`config.mk`:
```
export PLATFORM = sky130hd
export DESIGN_NAME = mq_wsel
export DESIGN_NICKNAME = d
export VERILOG_FILES = /design/src/rtl/mq_wsel_pkg.sv /design/src/rtl/mq_addr_decode.sv /design/src/rtl/mq_qsel_pipe.sv /design/src/rtl/mq_write_steer.sv /design/src/rtl/mq_flag_mux.sv /design/src/rtl/mq_wsel.sv
export SDC_FILE = /design/constraint.sdc
export NUM_CORES = 1
export LEC_CHECK = 0
export BUFFER_PORTS_ARGS = -buffer_cell sky130_fd_sc_hd__buf_2
export CAP_MARGIN = 0
export CORE_MARGIN = 2
export CORE_UTILIZATION = 44
export CTS_BUF_LIST = sky130_fd_sc_hd__clkbuf_8
export DETAILED_ROUTE_END_ITERATION = 10
export PLACE_DENSITY = 0.81
export SLEW_MARGIN = 20
export SYNTH_ARGS = -nofsm -noshare
export SYNTH_HDL_FRONTEND = slang
export SYNTH_SLANG_ARGS = --single-unit
```
`constraint.sdc`:
```
create_clock -name clk -period 1.6 [get_ports clk]
set_clock_uncertainty 0.1 [all_clocks]
set_input_delay 0.16 -clock clk [delete_from_list [all_inputs] [get_ports clk]]
set_output_delay 0.16 -clock clk [all_outputs]
set_load 0.005 [all_outputs]
```
`src/rtl/mq_wsel_pkg.sv`:
```
package mq_wsel_pkg;

  // Operation decoded from the shared address bus on one edge
  typedef enum logic [1:0] {
    OP_NONE = 2'd0,
    OP_QSEL = 2'd1,
    OP_QUAD = 2'd2
  } addr_op_e;

  // Queue select wins over a quadrant strobe on the same edge
  function automatic addr_op_e decode_op(input logic aen, input logic fstr);
    if (aen)       return OP_QSEL;
    else if (fstr) return OP_QUAD;
    else           return OP_NONE;
  endfunction

endpackage

```
`src/rtl/mq_addr_decode.sv`:
```
module mq_addr_decode
  import mq_wsel_pkg::*;
#(
  parameter int ADDR_W = 8,
  parameter int ID_W   = 3,
  parameter int QIDX_W = 5,
  parameter int QUAD_W = 2
) (
  input  logic [ADDR_W-1:0] wr_addr,
  input  logic [ID_W-1:0]   dev_id,
  input  logic              addr_en,
  input  logic              flag_strobe,
  output addr_op_e          op,
  output logic              id_hit,
  output logic [QIDX_W-1:0] qidx,
  output logic [QUAD_W-1:0] quad
);

  localparam int ID_LSB = ADDR_W - ID_W;

  always_comb begin
    op     = decode_op(addr_en, flag_strobe);
    id_hit = (wr_addr[ADDR_W-1:ID_LSB] == dev_id);
    qidx   = wr_addr[QIDX_W-1:0];
    quad   = wr_addr[QUAD_W-1:0];
  end

endmodule

```
`src/rtl/mq_qsel_pipe.sv`:
```
module mq_qsel_pipe
  import mq_wsel_pkg::*;
#(
  parameter int QIDX_W = 5
) (
  input  logic              clk,
  input  logic              rst,
  input  addr_op_e          op,
  input  logic              id_hit,
  input  logic [QIDX_W-1:0] qidx,
  output logic              act_valid,
  output logic [QIDX_W-1:0] act_idx
);

  // Stage 1: captured select; stage 2: select in force for writes
  logic              pend_v;
  logic              pend_hit;
  logic [QIDX_W-1:0] pend_idx;

  always_ff @(posedge clk) begin
    if (rst) begin
      pend_v    <= 1'b0;
      pend_hit  <= 1'b0;
      pend_idx  <= '0;
      act_valid <= 1'b0;
      act_idx   <= '0;
    end else begin
      pend_v <= (op == OP_QSEL);
      if (op == OP_QSEL) begin
        pend_hit <= id_hit;
        pend_idx <= qidx;
      end
      if (pend_v) begin
        act_valid <= pend_hit;
        act_idx   <= pend_idx;
      end
    end
  end

endmodule

```
`src/rtl/mq_write_steer.sv`:
```
module mq_write_steer #(
  parameter int DATA_W = 18,
  parameter int QIDX_W = 5
) (
  input  logic              clk,
  input  logic              rst,
  input  logic              act_valid,
  input  logic [QIDX_W-1:0] act_idx,
  input  logic              wr_en_n,
  input  logic [DATA_W-1:0] din,
  output logic              mem_we,
  output logic [QIDX_W-1:0] mem_qidx,
  output logic [DATA_W-1:0] mem_wdata
);

  always_ff @(posedge clk) begin
    if (rst) begin
      mem_we    <= 1'b0;
      mem_qidx  <= '0;
      mem_wdata <= '0;
    end else begin
      mem_we    <= act_valid && !wr_en_n;
      mem_qidx  <= act_idx;
      mem_wdata <= din;
    end
  end

endmodule

```
`src/rtl/mq_flag_mux.sv`:
```
module mq_flag_mux
  import mq_wsel_pkg::*;
#(
  parameter int NUM_QUEUES = 32,
  parameter int FLAG_W     = 8,
  parameter int QUAD_W     = 2
) (
  input  logic                  clk,
  input  logic                  rst,
  input  addr_op_e              op,
  input  logic                  id_hit,
  input  logic [QUAD_W-1:0]     quad,
  input  logic [NUM_QUEUES-1:0] q_flags,
  output logic [FLAG_W-1:0]     paf_bus
);

  localparam int NUM_QUADS = NUM_QUEUES / FLAG_W;

  logic [FLAG_W-1:0] slice [NUM_QUADS];
  logic              quad_v;
  logic [QUAD_W-1:0] quad_r;

  for (genvar g = 0; g < NUM_QUADS; g++) begin : g_slice
    assign slice[g] = q_flags[g*FLAG_W +: FLAG_W];
  end

  always_ff @(posedge clk) begin
    if (rst) begin
      quad_v  <= 1'b0;
      quad_r  <= '0;
      paf_bus <= '1;
    end else begin
      if (op == OP_QUAD) begin
        quad_v <= id_hit;
        quad_r <= quad;
      end
      paf_bus <= quad_v ? slice[quad_r] : '1;
    end
  end

endmodule

```
`src/rtl/mq_wsel.sv`:
```
module mq_wsel
  import mq_wsel_pkg::*;
#(
  parameter int NUM_QUEUES = 32,
  parameter int DATA_W     = 18,
  parameter int ADDR_W     = 8,
  parameter int ID_W       = 3,
  parameter int FLAG_W     = 8,
  parameter int QIDX_W     = $clog2(NUM_QUEUES),
  parameter int QUAD_W     = $clog2(NUM_QUEUES / FLAG_W)
) (
  input  logic                  clk,
  input  logic                  rst,
  input  logic [ID_W-1:0]       dev_id,
  input  logic [ADDR_W-1:0]     wr_addr,
  input  logic                  addr_en,
  input  logic                  flag_strobe,
  input  logic                  wr_en_n,
  input  logic [DATA_W-1:0]     din,
  input  logic [NUM_QUEUES-1:0] q_flags,
  output logic                  mem_we,
  output logic [QIDX_W-1:0]     mem_qidx,
  output logic [DATA_W-1:0]     mem_wdata,
  output logic [FLAG_W-1:0]     paf_bus
);

  addr_op_e          op;
  logic              id_hit;
  logic [QIDX_W-1:0] qidx;
  logic [QUAD_W-1:0] quad;
  logic              act_valid;
  logic [QIDX_W-1:0] act_idx;

  mq_addr_decode #(
    .ADDR_W(ADDR_W), .ID_W(ID_W), .QIDX_W(QIDX_W), .QUAD_W(QUAD_W)
  ) u_dec (
    .wr_addr(wr_addr), .dev_id(dev_id), .addr_en(addr_en),
    .flag_strobe(flag_strobe), .op(op), .id_hit(id_hit),
    .qidx(qidx), .quad(quad)
  );

  mq_qsel_pipe #(.QIDX_W(QIDX_W)) u_pipe (
    .clk(clk), .rst(rst), .op(op), .id_hit(id_hit), .qidx(qidx),
    .act_valid(act_valid), .act_idx(act_idx)
  );

  mq_write_steer #(.DATA_W(DATA_W), .QIDX_W(QIDX_W)) u_steer (
    .clk(clk), .rst(rst), .act_valid(act_valid), .act_idx(act_idx),
    .wr_en_n(wr_en_n), .din(din), .mem_we(mem_we),
    .mem_qidx(mem_qidx), .mem_wdata(mem_wdata)
  );

  mq_flag_mux #(
    .NUM_QUEUES(NUM_QUEUES), .FLAG_W(FLAG_W), .QUAD_W(QUAD_W)
  ) u_flag (
    .clk(clk), .rst(rst), .op(op), .id_hit(id_hit), .quad(quad),
    .q_flags(q_flags), .paf_bus(paf_bus)
  );

endmodule

```
==> qor.txt <==
Post-DRT Antenna Nets = 0
Synth async-reset ratio = 0%
Portion of the post-synthesis area used by sequential elements = 58.2%
Biggest area contributors in the synthesized netlist = sky130_fd_sc_hd__dfxtp_1, sky130_fd_sc_hd__mux4_2, sky130_fd_sc_hd__nor2b_1
Routed len/inst = 11.8 um
Synth area leader = sky130_fd_sc_hd__dfxtp_1
Proportion of power drawn by flip-flops and latches = 55.7%
Ranking of synthesized cells by instance count = sky130_fd_sc_hd__dfxtp_1, sky130_fd_sc_hd__nor2b_1, sky130_fd_sc_hd__mux2i_1, sky130_fd_sc_hd__nor2_1, sky130_fd_sc_hd__nand2b_1
Initial antenna violation count = 0
Yosys cell types = 17
Post-route fraction of the period consumed by the critical path = 86.1%
Number of nets produced by synthesis = 200
Clock latency on the worst-skew pair = 290 ps
Vias = 1347
Fraction of post-synthesis cell area in the top cell type by area = 58.2%
Via count of the first global-routing pass = 1316
Final sum of negative setup slack = 0 ps
Buf+Inv Stages, Crit Path = 1
Flops & latches, synth = 48
Post-route minimum period = 1380 ps
Count of fill cells added during filler insertion = 283
Failing checks = negative hold slack
Hold buffers post-CTS = 19
Dominant delay contributor by cell family on the critical path = multiplexers
Switch share = 21.8%
Cell-internal power = 1.76 mW
Number of cells on the worst hold path = 2
Floorplan core area = 3630 um^2
Clock transition time at the flip-flop clock pins of the worst setup and hold paths = 80 ps
Max Freq = 726 MHz
Fraction of power consumed by combinational cells = 11.9%
Number of failing setup endpoints in the final timing report = 0
Number of max-slew violations in the final report = 0
Horizontal extent of the die = 65.3 um
Min-delay worst type = input pin to flip-flop
Number of stages on the worst setup path = 3
Pin count of the biggest net entering global routing = 27
Initial core utilization = 45.5%
Number of gates resized after CTS = 0
Required time worst endpoint = 1690 ps
Detail-routed via count per cell = 4.48
IO buf count = 97
Critical Path Source Type = flip-flop
Number of DRC violations after detailed routing = 0
Floorplan row count = 22
Maximum clock path buffer count = 2
Result of the run = complete, but fails checks
Antenna Diode Count = 0
Number of search-and-repair iterations in the first detailed-routing pass = 4
Final Net Count = 318
Critical-path top delay cell = sky130_fd_sc_hd__mux4_2
Sum of net half-perimeters after detailed placement = 2570 um
Remaining max-slew budget at the tightest pin = 74.1%
Cell chosen for the clock root = sky130_fd_sc_hd__clkbuf_8
Layout Utilization = 67.8%
Number of enable-type register cells in the synthesized netlist = 0
Worst-Margin Slew = 388 ps
Primary flip-flop cell chosen by synthesis mapping = sky130_fd_sc_hd__dfxtp_1
Num CTS Buffers = 5
Largest stage delay on the critical path = 520 ps
Crit path capture = u_flag.paf_bus[1]
Startpoint of the most critical register-to-register path = u_flag.quad_r[0]
Number of clock sinks = 48
Total congestion overflow after global routing = 0
Die ar. = 4260 um^2
Fraction of final layout cells sized beyond drive strength 1 = 46.2%
Cell depth of the worst flop-to-flop path = 3
TritonCTS clock tree = done
P_sw = 0.492 mW
Critical R2R Capture = u_flag.paf_bus[1]
Number of I/O pins = 98
Most frequently used cell type in the post-synthesis netlist = sky130_fd_sc_hd__dfxtp_1
Crit path cell chain = buf_4 -> mux4_2 -> nand2b_1
Total power density per cell area = 916 nW/um^2
Final hold vios = 1
Post-CTS Repair Setup Buffers = 0
Crit end category = flip-flop
Ys Warns = 0
Post-Syn Instances = 134
Startpoint-to-endpoint class of the critical path = flip-flop to flip-flop
Mapped cell area = 1650 um^2
Global-route wire length before repair = 5640 um
Total number of H-tree levels = 2
Iteration-0 DRC Markers = 47
Signed area change from the synthesized netlist to the final layout = 49.2%
Max Fanout on Critical Path = 9
Worst setup slack for register-to-register paths = 220 ps
Worst hold slack after final layout = -7.94 ps
Fraction of power consumed by the clock network = 32.4%
Per-instance average area after synthesis = 12.3 um^2
Setup repair after global routing missed its margin = no
Overall routing resource usage = 17.5%
Sum of routed wire length over all layers = 3550 um
Leak = 1.14 nW
# Max-Cap Violations = 0
Worst supply voltage drop on vdd = 0.520 mV
Die Y = 65.3 um
Data arrival at the endpoint of the critical path = 1470 ps
Origin of the worst setup path = u_flag.quad_r[0]
Placer's final routability congestion estimate = 0.676
[cells by family (layout without fill, tap and decap cells)]
group | Yosys count | after routing | synth area share [%]
AOI/OAI and AO/OA | 2 | 2 | 1.06
xor gates and xnor gates | 3 | 3 | 1.59
buffers and inverters | 9 | 128 | 2.80
DFF | 48 | 48 | 58.2
muxes | 21 | 21 | 18.8
and+or+nand+nor | 51 | 51 | 17.6
[flip-flops by register name, summed over array words and instances (netlist names)]
| register | count |
|---|---|
| u_pipe.act_valid | 1 |
| u_flag.paf_bus | 8 |
| u_flag.quad_r | 2 |
| u_steer.mem_wdata | 18 |
| u_steer.mem_we | 1 |
| u_pipe.pend_idx | 5 |
| u_pipe.pend_hit | 1 |
| u_steer.mem_qidx | 5 |
| u_pipe.pend_v | 1 |
| u_pipe.act_idx | 5 |
| u_flag.quad_v | 1 |
[worst min-delay path by stage]
stage | startpoint | end | slack, ps
2_1_floorplan | wr_en_n | u_steer.mem_we | 140
3_3_place_gp | wr_en_n | u_steer.mem_we | 220
3_5_place_dp | wr_en_n | u_steer.mem_we | 220
4_1_cts | din[11] | u_steer.mem_wdata[11] | 2
5_1_grt | din[11] | u_steer.mem_wdata[11] | 10
6_report | din[11] | u_steer.mem_wdata[11] | -8
[metal layers]
layer | global-route usage (%) | share of wire (%)
met4 | 7.81 | 1.6
met2 | 30.2 | 48
met3 | 4.45 | 9.9
met1 | 20.3 | 40
met5 | 0 | 0
[layout make-up]
| cell class | instances | area, um^2 | area share, % |
|---|---|---|---|
| clock buffers | 6 | 82.6 | 3.35 |
| clock inverters | 2 | 15.0 | 0.609 |
| inverters | 1 | 3.75 | 0.152 |
| multi-input cells | 77 | 644 | 26.1 |
| flip-flops and latches | 48 | 961 | 39.0 |
| well taps | 48 | 60.1 | 2.44 |
| repair buffers | 119 | 698 | 28.3 |
[layout by cell type (no fill, tap or decap), drive strengths merged]
cell and count:
dfxtp 48, nand2b 10, xor2 1, nor2b 25, mux4 8, nand2 2, o41ai 1, clkinvlp 2
buf 100, nor3b 1, inv 1, o32ai 1, nor2 13, mux2i 13, clkbuf 6, xnor2 2
dlygate4sd3 19
[through the flow]
step | hold WS [ps] | cell area (um^2) | power [mW] | worst slack (ps) | std cells
after floorplan | 136 | 1650 | 1.40 | 296 | 134
after global placement | 222 | 2180 | 1.51 | 260 | 274
after detailed placement | 223 | 2180 | 1.52 | 216 | 274
after CTS | 2.10 | 2460 | 2.28 | 205 | 301
after global routing | 13.2 | 2460 | 2.36 | 151 | 301
final | -7.94 | 2460 | 2.26 | 222 | 301
[power groups by stage]
stage | combinational (mW) | clock, mW | sequential, mW
5_1_grt | 0.298 | 0.802 | 1.26
3_5_place_dp | 0.235 | 0 | 1.28
2_1_floorplan | 0.120 | 0 | 1.28
4_1_cts | 0.271 | 0.755 | 1.26
6_report | 0.270 | 0.731 | 1.26
3_3_place_gp | 0.230 | 0 | 1.28
No activity file was read; power rests on OpenSTA's default activity.
